===== config.mk =====
export PLATFORM = sky130hd
export DESIGN_NAME = clk_out_sequencer
export DESIGN_NICKNAME = d
export VERILOG_FILES = /design/src/rtl/clkseq_pkg.sv /design/src/rtl/clkseq_sync.sv /design/src/rtl/clkseq_power.sv /design/src/rtl/clkseq_lane.sv /design/src/rtl/clk_out_sequencer.sv
export SDC_FILE = /design/constraint.sdc
export NUM_CORES = 1
export LEC_CHECK = 0
export ABC_AREA = 1
export BUFFER_PORTS_ARGS = -buffer_cell sky130_fd_sc_hd__buf_4
export CORE_MARGIN = 5
export CORE_UTILIZATION = 30
export CTS_BUF_LIST = sky130_fd_sc_hd__clkbuf_16
export CTS_CLUSTER_SIZE = 24
export DETAILED_ROUTE_END_ITERATION = 10
export PLACE_DENSITY_LB_ADDON = 0.15
export SYNTH_ARGS = -nofsm -noshare
export SYNTH_HDL_FRONTEND = slang
export SYNTH_SLANG_ARGS = --single-unit

===== constraint.sdc =====
create_clock -name clk -period 0.8 [get_ports clk]
set_input_delay 0 -clock clk [delete_from_list [all_inputs] [get_ports clk]]
set_output_delay 0 -clock clk [all_outputs]
set_load 0.1 [all_outputs]

===== src/rtl/clkseq_pkg.sv =====
package clkseq_pkg;
  localparam logic [1:0] ST_LOW = 2'b00;
  localparam logic [1:0] ST_RUN = 2'b01;
  localparam logic [1:0] ST_HIZ = 2'b10;

  // three-level strap to readback code
  function automatic logic [1:0] strap_code(input logic [1:0] lvl);
    case (lvl)
      2'b00:   strap_code = 2'b00;
      2'b01:   strap_code = 2'b01;
      default: strap_code = 2'b11;
    endcase
  endfunction
endpackage


===== src/rtl/clkseq_sync.sv =====
module clkseq_sync #(
  parameter int WIDTH  = 1,
  parameter int STAGES = 2
) (
  input  logic             clk,
  input  logic             rst,
  input  logic [WIDTH-1:0] d,
  output logic [WIDTH-1:0] q
);
  logic [STAGES-1:0][WIDTH-1:0] pipe;

  always_ff @(posedge clk) begin
    if (rst) pipe <= '0;
    else begin
      pipe[0] <= d;
      for (int s = 1; s < STAGES; s++) pipe[s] <= pipe[s-1];
    end
  end

  assign q = pipe[STAGES-1];
endmodule


===== src/rtl/clkseq_power.sv =====
module clkseq_power (
  input  logic       clk,
  input  logic       rst,
  input  logic       pwr_s,
  input  logic [1:0] strap_lvl,
  input  logic       addr_strap,
  output logic       live,
  output logic [1:0] strap_rb_q,
  output logic       addr_q
);
  import clkseq_pkg::*;

  logic started_q;

  assign live = started_q | pwr_s;

  always_ff @(posedge clk) begin
    if (rst) begin
      started_q  <= 1'b0;
      strap_rb_q <= 2'b00;
      addr_q     <= 1'b0;
    end else if (pwr_s && !started_q) begin
      started_q  <= 1'b1;
      strap_rb_q <= strap_code(strap_lvl);
      addr_q     <= addr_strap;
    end
  end

  // once started, straps never change again
  a_r2_strap_frozen: assert property (@(posedge clk) disable iff (rst)
    started_q |=> ($stable(strap_rb_q) && $stable(addr_q)));
endmodule


===== src/rtl/clkseq_lane.sv =====
module clkseq_lane (
  input  logic       clk,
  input  logic       rst,
  input  logic       allow,
  input  logic       reg_en,
  input  logic       pin_n_s,
  output logic [1:0] state_q
);
  import clkseq_pkg::*;

  always_ff @(posedge clk) begin
    if (rst) state_q <= ST_LOW;
    else if (allow && reg_en && !pin_n_s) state_q <= ST_RUN;
    else state_q <= ST_LOW;
  end

  // power-down or missing lock blocks the lane
  a_r4_blocked_low: assert property (@(posedge clk) disable iff (rst)
    !allow |=> (state_q == ST_LOW));
  // register override forces low
  a_r5_reg_override: assert property (@(posedge clk) disable iff (rst)
    !reg_en |=> (state_q == ST_LOW));
endmodule


===== src/rtl/clk_out_sequencer.sv =====
module clk_out_sequencer #(
  parameter int NUM_DIF     = 6,
  parameter int SYNC_STAGES = 2
) (
  input  logic                 clk,
  input  logic                 rst,
  input  logic                 pwr_ok,
  input  logic                 pll_lock,
  input  logic [NUM_DIF-1:0]   oe_n,
  input  logic [1:0]           strap_lvl,
  input  logic                 addr_strap,
  input  logic [NUM_DIF-1:0]   reg_dif_en,
  input  logic                 reg_ss_sw_en,
  input  logic [1:0]           reg_ss_sw,
  input  logic                 reg_ref_en,
  input  logic                 reg_ref_wol,
  output logic [2*NUM_DIF-1:0] dif_state,
  output logic [1:0]           ref_state,
  output logic [1:0]           spread_code,
  output logic [1:0]           strap_rb,
  output logic                 addr_sel
);
  import clkseq_pkg::*;

  localparam int SYNC_W = NUM_DIF + 2;

  logic [SYNC_W-1:0]  sync_q;
  logic [NUM_DIF-1:0] oe_n_s;
  logic               pwr_s, lock_s, live, dif_allow;
  logic [1:0]         ss_next;

  clkseq_sync #(.WIDTH(SYNC_W), .STAGES(SYNC_STAGES)) u_sync (
    .clk(clk), .rst(rst), .d({pll_lock, pwr_ok, oe_n}), .q(sync_q)
  );
  assign oe_n_s = sync_q[NUM_DIF-1:0];
  assign pwr_s  = sync_q[NUM_DIF];
  assign lock_s = sync_q[NUM_DIF+1];

  clkseq_power u_power (
    .clk(clk), .rst(rst), .pwr_s(pwr_s), .strap_lvl(strap_lvl),
    .addr_strap(addr_strap), .live(live), .strap_rb_q(strap_rb), .addr_q(addr_sel)
  );

  assign dif_allow = pwr_s & lock_s;

  for (genvar g = 0; g < NUM_DIF; g++) begin : g_lane
    clkseq_lane u_lane (
      .clk(clk), .rst(rst), .allow(dif_allow), .reg_en(reg_dif_en[g]),
      .pin_n_s(oe_n_s[g]), .state_q(dif_state[2*g+1:2*g])
    );
  end

  always_comb begin
    if (!reg_ss_sw_en)           ss_next = strap_rb;
    else if (reg_ss_sw == 2'b10) ss_next = 2'b00;
    else                         ss_next = reg_ss_sw;
  end

  always_ff @(posedge clk) begin
    if (rst) begin
      ref_state   <= ST_HIZ;
      spread_code <= 2'b00;
    end else begin
      spread_code <= ss_next;
      if (!live)                      ref_state <= ST_HIZ;
      else if (!reg_ref_en)           ref_state <= ST_LOW;
      else if (pwr_s || reg_ref_wol)  ref_state <= ST_RUN;
      else                            ref_state <= ST_LOW;
    end
  end

  // reference floats before the first power-good
  a_r8_ref_hiz_until_start: assert property (@(posedge clk) disable iff (rst)
    !live |=> (ref_state == ST_HIZ));
  // disabled reference is driven low once started
  a_r8_ref_low_when_off: assert property (@(posedge clk) disable iff (rst)
    (live && !reg_ref_en) |=> (ref_state == ST_LOW));
  // reserved spread code never reaches the modulator
  a_r3_no_reserved_code: assert property (@(posedge clk) disable iff (rst)
    spread_code != 2'b10);
endmodule


# ---- Yosys cells after proc, flatten, opt, wreduce, memory -nomap -nowiden
# Index checks and enable logic that the tools add are counted.
dict set report word_totals {
  word_cells 54
  ff_bits 36
}
dict set report classes {
  mux 10
  n_reduce_logical 24
  eq_ne 2
  bitwise 4
}
# op n
set op_table {}
lappend op_table {{$logic_and A1 B1 Y1} 13}
lappend op_table {{$logic_not A1 Y1} 7}
lappend op_table {{$mux W1} 7}
lappend op_table {{$mux W2} 2}
lappend op_table {{$pmux W2 S2} 1}
lappend op_table {{$reduce_or A3 Y1} 1}
lappend op_table {{$eq A2 B1 Y1 const B} 1}
lappend op_table {{$eq A2 B2 Y1 const B} 1}
lappend op_table {{$logic_not A2 Y1} 1}
lappend op_table {{$not A1 Y1} 2}
lappend op_table {{$reduce_or A2 Y1} 1}
lappend op_table {{$and A1 B1 Y1} 1}
lappend op_table {{$logic_or A1 B1 Y1} 1}
lappend op_table {{$or A1 B1 Y1} 1}

# ---- Logic depth before layout (Yosys ltp)
# Gate-level depths: netlist of the first run.
dict set report logic_depth {
  word_depth 4
  ltp_mapped 5
}

# ---- Hierarchy
# From an unflattened synthesis of the first run, not the netlist that was laid out.
dict set report unflattened {
  cells_unflattened 148
  hier_area_um2 1152.4
}
# module n_inst area_each_um2 cells_per_inst
set by_module_without_submodules {}
lappend by_module_without_submodules {clkseq_sync 1 534.3 58}
lappend by_module_without_submodules {clkseq_lane 6 52.6 8}
lappend by_module_without_submodules {clkseq_power 1 165.2 25}
lappend by_module_without_submodules {clk_out_sequencer 1 137.6 17}

# ---- Worst setup path before layout of the first run
# OpenSTA, ideal clock, no wires.
dict set report synth_timing {
  path_type {register to register}
  startpoint {reg, netlist name u_power.strap_rb_q[0]}
  endpoint {reg u_power.strap_rb_q[0]}
  slack_ns -0.498
  synth_period_minus_slack_ns 1.298
  t_arrival_ns 1.234
  path_stages_with_launch 5
  path_cell_list {dfxtp_1 inv_1 nand2_1 nand2_1 nor2_1}
}
# item line
set synth_lines {}
lappend synth_lines {{to (signal assigned)} clkseq_power.sv:24} ;# strap_rb_q <= strap_code(strap_lvl);
lappend synth_lines {{to (decl)} clkseq_power.sv:8} ;# output logic [1:0] strap_rb_q,

# ---- Worst setup path after layout of the first run
dict set report layout_timing {
  startpoint {reg u_power.strap_rb_q[1]}
  endpoint {out strap_rb[1]}
}
# item line
set layout_lines {}
lappend layout_lines {{to (decl)} clk_out_sequencer.sv:20} ;# output logic [1:0] strap_rb,
# No word-level cell between the ends.

==> results of run 1 <==
cells in the final DEF, fill, tap and decap left out, types with 2 or more instances in the layout:
cell           instances
a21oi_1                2
clkinv_2               2
buf_12                13
dfxtp_4                4
inv_2                  2
conb_1                 6
nand2_1                7
nand3_1                2
inv_1                 26
nor2_1                23
dlygate4sd3_1         21
nor3_2                 6
clkbuf_16              6
buf_4                 25
dfxtp_2               11
dfxtp_1               15
report_power, final:
group	total, mW	switching [mW]	internal [mW]	leakage, nW
Sequential	1.59	0.0359	1.55	0.253
Combinational	0.601	0.356	0.245	0.562
Clock	1.94	0.611	1.32	0.0818
Total	4.13	1.00	3.12	0.897
cell type report:
class	instances	share of cell area [%]
Inverter	29	5.93
Tap cell	46	3.07
Clock buffer	6	8.00
Multi-Input combinational cell	51	13.9
Clock inverter	2	0.533
Timing Repair Buffer	59	35.1
Sequential cell	30	33.5
metrics by stage:
| stage | instance area, um^2 | worst slack (ns) |
|---|---|---|
| final | 1880 | -0.00925 |
| after global routing | 1880 | -0.0342 |
| after CTS | 1830 | -0.0216 |
| after detailed placement | 1330 | -0.0402 |
| after global placement | 1330 | 0.00308 |
| after floorplan | 1050 | -0.0286 |
timing repair:
| action | in CTS | in global routing |
|---|---|---|
| setup buffers | 1 | 0 |
| setup endpoints to repair | 22 | 15 |
| hold buffers | 21 | 0 |
| endpoints found under the hold margin | 18 | 0 |
| pin swaps | 0 | 1 |
| gates resized for setup | 32 | 14 |
worst paths after layout:
path / to / cells after the start
setup / recovery: strap_rb[1] / 1
hold / removal: ref_state[1] / 3
setup reg to reg: u_power.strap_rb_q[0] / 5
hold reg to reg: g_lane[4].u_lane.state_q[0] / 1
logic make-up (layout without fill, tap and decap cells):
kind of cell / Yosys count / after routing
other: 1 / 6
and+or+nand+nor: 41 / 41
DFF: 30 / 30
buffers and inverters: 37 / 96
AOI/OAI and AO/OA: 4 / 4
registers in the layout, indices dropped and copies added (netlist names):
| name | flops |
|---|---|
| u_sync.pipe | 8 |
| u_sync.q | 8 |
| g_lane.u_lane.state_q | 6 |
| ref_state | 2 |
| spread_code | 2 |
| u_power.strap_rb_q | 2 |
| u_power.addr_q | 1 |
| u_power.started_q | 1 |
routing by layer:
layer / GRT usage (%) / vias to the layer above / routed length [um]
met1: 12.1 / 315 / 855
met2: 14.3 / 28 / 921
met3: 4.43 / 4 / 157
met4: 7.44 / 0 / 57
li1: - / 435 / -
met5: 0 / - / 0
worst min-delay path: stages:
cell and delay (ns):
buf_4 0.11, inv_4 0.05, o21ai_2 0.07
==> flow_summary.yaml, run 1 <==
final_layout:
  antenna_cells: 0
  fillers: 285
  layout-drive-gt1-share_pct: 41.2
  nets: 200
  final_cells: 223
  multi_input_area_um2: 260
  syn2layout_area_growth_pct: 86.8
  final_core_util_pct: 57.1
  final-seq-area_um2: 629
worst_setup_path:
  slowest_stage: "dfxtp_4"
  regToRegStartpoint: "u_power.strap_rb_q[0]"
  cp_num_buf_inv: 1
  reg2reg_slack_ns: 0.04
  worstPathRequired_ns: 0.80
  cp-end-kind: "output port"
  cpPeakStageDelay_ns: 0.37
  crit_arrival_ns: 0.81
  startpoint: "u_power.strap_rb_q[1]"
  crit_fanout: 3
  path_class: "flip-flop to output port"
  crit_chain: "buf_12"
  crit_family: "flip-flops"
  critPathLaunchType: "flip-flop"
synth:
  async_flop_share_pct: 0
  synthXorXnorAreaFrac_pct: 0
  synth.most_common_cell: "dfxtp_1"
  yosysTopAreaCell: "dfxtp_1"
  synth-simple-area-share_pct: 21.0
  seq_area_frac_synth_pct: 59.8
  synth_seq_cells: 30
  synth_top_family_by_area: "simple AND/OR/NAND/NOR gates"
  syn_inst: 113
  yosys.area_share.adder_pct: 0
  synthMuxAreaShare_pct: 0
  syn_avg_cell_area_um2: 8.89
  synthTopCellsByCount: "30 x dfxtp_1, 27 x inv_1, 23 x nor2_1"
  synth_edf_count: 0
  synth.distinct_cells: 16
  synth-compound-area-share_pct: 1.99
  ys.flop_type: "dfxtp_1"
  yosysWarnings: 0
  synth_top_area_share_pct: 59.8
  syn-cell-area_um2: 1000
  synth_area_leaders: "dfxtp_1 60%, inv_1 10%, nor2_1 8.6%"
detailed_routing:
  drt_wl_total_mm: 1.99
  vias: 782
  vias_per_cell: 3.51
  postRouteAntennaNets: 0
  dr.pass1.iters: 3
  drt_iter0_drc: 24
  drc_errors: 0
  avgRoutedWirePerCell_um: 8.93
placement:
  gp_congestion: 0.587
  hpwlAfterDp_mm: 1.31
  place_inst: 193
  portBuffers: 36
clock_network:
  clk_pin_slew_ns: 0.05
  clkSinkCount: 30
  clockBufferDepth: 2
  cts_buffers: 5
  htree_levels: 2
  tritoncts: "done"
  root_buffer: "clkbuf_16"
  clock_latency_ns: 0.27
power:
  leakage_nw: 0.897
  finalPower_mw: 4.13
  power_density_nw_per_um2: 2200
  vdd_ir_drop_max_mv: 1.17
timing:
  layout_setup_ws_ns: -0.00925
  whs_ns: -0.00148
  finalSetupViolCount: 1
  rsz0062_at_grt: "yes"
  hold_viol_final: 1
  slew_viol_final: 0
  finalCritPeriodShare_pct: 101
  max_freq_mhz: 1240
  fin_tns_setup_ns: -0.00925
  skew_ns: 0.00352
  min_period_ns: 0.809
run:
  maxCapViolCount: 0
global_routing:
  grt_max_degree: 12
  grt_overflow: 0
  grt_use_total_pct: 10.2
  antenna_found_initial: 0
  grt_pass1_wl_mm: 3.28
  grt_pass1_vias: 760
floorplan:
  die_h_um: 67.9
  die_w_um: 67.9
  io_pins: 43
  die_area_um2: 4610
  core_area_um2: 3280
  rows: 21
  start_util_pct: 30.6
run_status:
  violations: "hold timing, setup timing"
  status: "finished with violations"
hold_path:
  min_path_type: "primary input to flip-flop"
  min_from: "rst"
(Power assumes the default switching activity.)
==> run 2, diff against run 1 <==
--- a/config.mk
+++ b/config.mk
@@ -13,6 +13,8 @@
 export CTS_CLUSTER_SIZE = 24
 export DETAILED_ROUTE_END_ITERATION = 10
 export PLACE_DENSITY_LB_ADDON = 0.15
+export SETUP_SLACK_MARGIN = 0.4
+export SKIP_LAST_GASP = 1
 export SYNTH_ARGS = -nofsm -noshare
 export SYNTH_HDL_FRONTEND = slang
 export SYNTH_SLANG_ARGS = --single-unit
==> run 2 against run 1 <==
The run still ends with hold timing, setup timing left. Die area stayed put. Hold slack worse by 0.059 ns. Core utilization is 5.0 points lower. Via count is 3.8% lower. Routed wire length is 7.8% lower. Critical path type unchanged. Design area is 8.7% lower. Maximum frequency is 1.1% higher. Worst setup slack better by 0.0087 ns. Sequential cell count stayed put.
==> flow_summary.yaml, run 2 (same netlist as run 1, synthesis figures left out) <==
run_status:
  status: "finished with violations"
  violations: "hold timing, setup timing"
worst_setup_path:
  cp_num_buf_inv: 1
  critPathLaunchType: "flip-flop"
  crit_chain: "buf_12"
  worstPathRequired_ns: 0.80
  crit_fanout: 2
  slowest_stage: "dfxtp_4"
  cp-end-kind: "output port"
  crit_arrival_ns: 0.80
  cpPeakStageDelay_ns: 0.36
  crit_family: "flip-flops"
  path_class: "flip-flop to output port"
global_routing:
  grt_max_degree: 13
  grt_use_total_pct: 8.45
  grt_pass1_vias: 650
  grt_overflow: 0
  grt_pass1_wl_mm: 2.76
  antenna_found_initial: 0
final_layout:
  final_core_util_pct: 52.2
  layout_common_cells: "26 x inv_1, 25 x buf_4, 21 x nor2_1, 15 x dfxtp_4, 14 x dfxtp_1"
  antenna_cells: 0
  layout_commonest_cell: "inv_1"
  nets: 180
  final_cells: 203
  layout-drive-gt1-share_pct: 49.7
  fillers: 313
  final_area_um2: 1710
  syn2layout_area_growth_pct: 70.6
detailed_routing:
  vias: 752
  postRouteAntennaNets: 0
  vias_per_cell: 3.70
  drt_iter0_drc: 22
  drc_errors: 0
  avgRoutedWirePerCell_um: 9.05
  dr.pass1.iters: 4
  drt_wl_total_mm: 1.84
timing:
  min_period_ns: 0.801
  layout_setup_ws_ns: -0.000512
  finalSetupViolCount: 1
  slew_viol_final: 0
  hold_viol_final: 19
  max_freq_mhz: 1250
  skew_ns: 0.00629
  finalCritPeriodShare_pct: 100
  whs_ns: -0.0609
  rsz0062_at_grt: "yes"
clock_network:
  cts_buffers: 5
  htree_levels: 2
  clock_latency_ns: 0.26
  clockBufferDepth: 2
  clk_pin_slew_ns: 0.05
  tritoncts: "done"
  clkSinkCount: 30
  root_buffer: "clkbuf_16"
floorplan:
  die_w_um: 67.9
  io_pins: 43
  die_area_um2: 4610
  core_area_um2: 3280
  die_h_um: 67.9
  rows: 21
  start_util_pct: 30.6
power:
  leakage_nw: 0.819
  vdd_ir_drop_max_mv: 0.986
  finalPower_mw: 3.76
  power_density_nw_per_um2: 2200
placement:
  gp_congestion: 0.679
  portBuffers: 36
  dpl-instance-area_um2: 1360
  place_inst: 193
  hpwlAfterDp_mm: 1.31
run:
  maxCapViolCount: 0
hold_path:
  min_path_type: "primary input to flip-flop"
-- run 2: repair_timing --
item,4_1_cts,5_1_grt
buffers inserted,2,0
pin swaps,3,2
hold endpoints to repair,21,18
resized for setup,44,8
endpoints found under the setup margin,35,35
-- run 2: per-layer routing --
layer | vias up | GRT usage (%) | routed length [um]
met2 | 23 | 12.8 | 933
met3 | 4 | 3.12 | 132
met1 | 327 | 9.53 | 732
met4 | 0 | 6.70 | 39
met5 | - | 0 | 0
li1 | 398 | - | -
-- run 2: final timing paths --
| path | cells after the start | slack, ns | start | end |
|---|---|---|---|---|
| worst max-delay path | 1 | -0.0005 | u_power.strap_rb_q[1] | strap_rb[1] |
| worst min-delay path | 3 | -0.06 | oe_n[1] | u_sync.pipe[1] |
| worst max register to register | 3 | 0.06 | u_sync.q[6] | u_power.strap_rb_q[0] |
| worst min register to register | 1 | 0.39 | u_sync.q[3] | g_lane[3].u_lane.state_q[0] |
-- run 2: layout make-up --
class | instances | area (um^2) | share of cell area [%]
clock buffer | 5 | 125 | 7.30
sequential | 30 | 658 | 38.4
timing repair buffer | 39 | 459 | 26.8
inverter | 29 | 116 | 6.79
multi-input combinational | 51 | 287 | 16.7
clock inverter | 3 | 11.3 | 0.657
tap | 46 | 57.6 | 3.36
-- run 2: metrics by stage --
stage           TNS (ns)  hold WS (ns)  worst slack, ns
5_1_grt          -0.0736       -0.0594          -0.0267
3_3_place_gp           0         0.201           0.0485
4_1_cts          -0.0203       -0.0646          -0.0113
3_5_place_dp           0         0.208           0.0214
6_report       -0.000512       -0.0609        -0.000512
2_1_floorplan          0         0.107           0.0167
-- run 2: power by group --
| part | internal (mW) | switching, mW |
|---|---|---|
| Combinational | 0.189 | 0.350 |
| Sequential | 1.52 | 0.0398 |
| Clock | 1.11 | 0.551 |
| Total | 2.82 | 0.941 |
==> run 3, diff against run 2 <==
--- a/config.mk
+++ b/config.mk
@@ -13,6 +13,7 @@
 export CTS_CLUSTER_SIZE = 24
 export DETAILED_ROUTE_END_ITERATION = 10
 export PLACE_DENSITY_LB_ADDON = 0.15
+export REMOVE_ABC_BUFFERS = 1
 export SETUP_SLACK_MARGIN = 0.4
 export SKIP_LAST_GASP = 1
 export SYNTH_ARGS = -nofsm -noshare
==> run 3 against run 2 <==
The run ends with hold timing left. Design area down 1.5%. Combinational power about the same. Cell count grew 0.49%. Clock-buffer cell count unchanged. Clock power is essentially flat. Total power rose by 0.86%. Clock skew fell by 0.0031 ns.
==> flow_summary.yaml, run 3 (same netlist as run 1, synthesis figures left out) <==
global_routing:
  grt_max_degree: 11
  grt_use_total_pct: 9.40
  grt_pass1_wl_mm: 3.13
  grt_pass1_vias: 747
  grt_overflow: 0
  antenna_found_initial: 0
final_layout:
  final_cells: 204
  antenna_cells: 0
  fillers: 305
  layout-drive-gt1-share_pct: 52.5
  layout_commonest_cell: "buf_4"
  nets: 181
  layout_common_cells: "27 x buf_4, 24 x inv_1, 21 x nor2_1, 14 x dfxtp_2"
  syn2layout_area_growth_pct: 68.1
placement:
  portBuffers: 36
  place_inst: 193
  gp_congestion: 0.628
  hpwlAfterDp_mm: 1.35
  pre_cts_slack_ns: -0.0159
timing:
  slew_viol_final: 0
  finalSetupViolCount: 0
  hold_viol_final: 18
  rsz0062_at_grt: "yes"
  layout_setup_ws_ns: 0.0121
  fin_tns_setup_ns: 0
  finalCritPeriodShare_pct: 98.5
  whs_ns: -0.0596
  max_freq_mhz: 1270
  skew_ns: 0.00321
  min_period_ns: 0.788
detailed_routing:
  vias_per_cell: 3.57
  dr.pass1.iters: 2
  drc_errors: 0
  avgRoutedWirePerCell_um: 9.05
  vias: 728
  drt_wl_total_mm: 1.85
  postRouteAntennaNets: 0
  drt_iter0_drc: 9
run_status:
  status: "finished with violations"
  violations: "hold timing"
worst_setup_path:
  cp_num_buf_inv: 1
  path_class: "flip-flop to output port"
  critPathLaunchType: "flip-flop"
  slowest_stage: "dfxtp_2"
  cp-end-kind: "output port"
  crit_chain: "buf_12"
  crit_arrival_ns: 0.79
  crit_fanout: 2
  crit_family: "flip-flops"
  cpPeakStageDelay_ns: 0.35
  worstPathRequired_ns: 0.80
power:
  vdd_ir_drop_max_mv: 1.02
  finalPower_mw: 3.79
  power_density_nw_per_um2: 2250
  leakage_nw: 0.810
floorplan:
  rows: 21
  die_w_um: 67.9
  die_h_um: 67.9
  core_area_um2: 3280
  io_pins: 43
  die_area_um2: 4610
  start_util_pct: 30.6
clock_network:
  clock_latency_ns: 0.26
  clk_pin_slew_ns: 0.05
  htree_levels: 2
  cts_buffers: 5
  clkSinkCount: 30
  root_buffer: "clkbuf_16"
  clockBufferDepth: 2
  tritoncts: "done"
hold_path:
  min_path_type: "primary input to flip-flop"
run:
  maxCapViolCount: 0
-- run 3: per-stage QoR --
| step | util, % | instance area [um^2] |
|---|---|---|
| detailed placement | 39.6 | 1300 |
| floorplan | - | 966 |
| CTS | 50.4 | 1660 |
| global route | 51.4 | 1690 |
| finish | 51.4 | 1690 |
| global placement | 39.6 | 1300 |
-- run 3: final timing paths --
kind                                             from  depth (start not counted)  slack [ns]                          end
worst max-delay path            u_power.strap_rb_q[0]                          1        0.01                  strap_rb[0]
worst max register to register      u_power.started_q                          5        0.03        u_power.strap_rb_q[1]
worst min-delay path                          oe_n[1]                          3       -0.06               u_sync.pipe[1]
worst min register to register            u_sync.q[0]                          1        0.39  g_lane[0].u_lane.state_q[0]
-- run 3: metal layers --
| metal | global-route usage (%) | vias up | wire [um] |
|---|---|---|---|
| met1 | 10.6 | 301 | 740 |
| li1 | - | 400 | - |
| met5 | 0 | - | 0 |
| met4 | 4.47 | 0 | 21 |
| met3 | 4.43 | 2 | 157 |
| met2 | 14.9 | 25 | 927 |
-- run 3: layout make-up --
cell class,instances,area (um^2),area share [%]
tap,46,57.6,3.41
clock buffer,5,125,7.41
timing repair buffer,40,463,27.4
clock inverter,3,12.5,0.741
sequential,30,629,37.3
inverter,29,113,6.67
multi-input combinational,51,289,17.1
-- run 3: repair_timing --
item	CTS	global route
buffers inserted	2	1
pin swaps	2	3
endpoints found under the hold margin	22	15
gates resized for setup	63	11
setup endpoints to repair	35	35
-- run 3: power breakdown --
part	leakage [nW]	switching, mW	total [mW]	internal, mW
sequential	0.254	0.0374	1.59	1.56
clock	0.0724	0.547	1.66	1.11
combinational	0.484	0.350	0.539	0.189
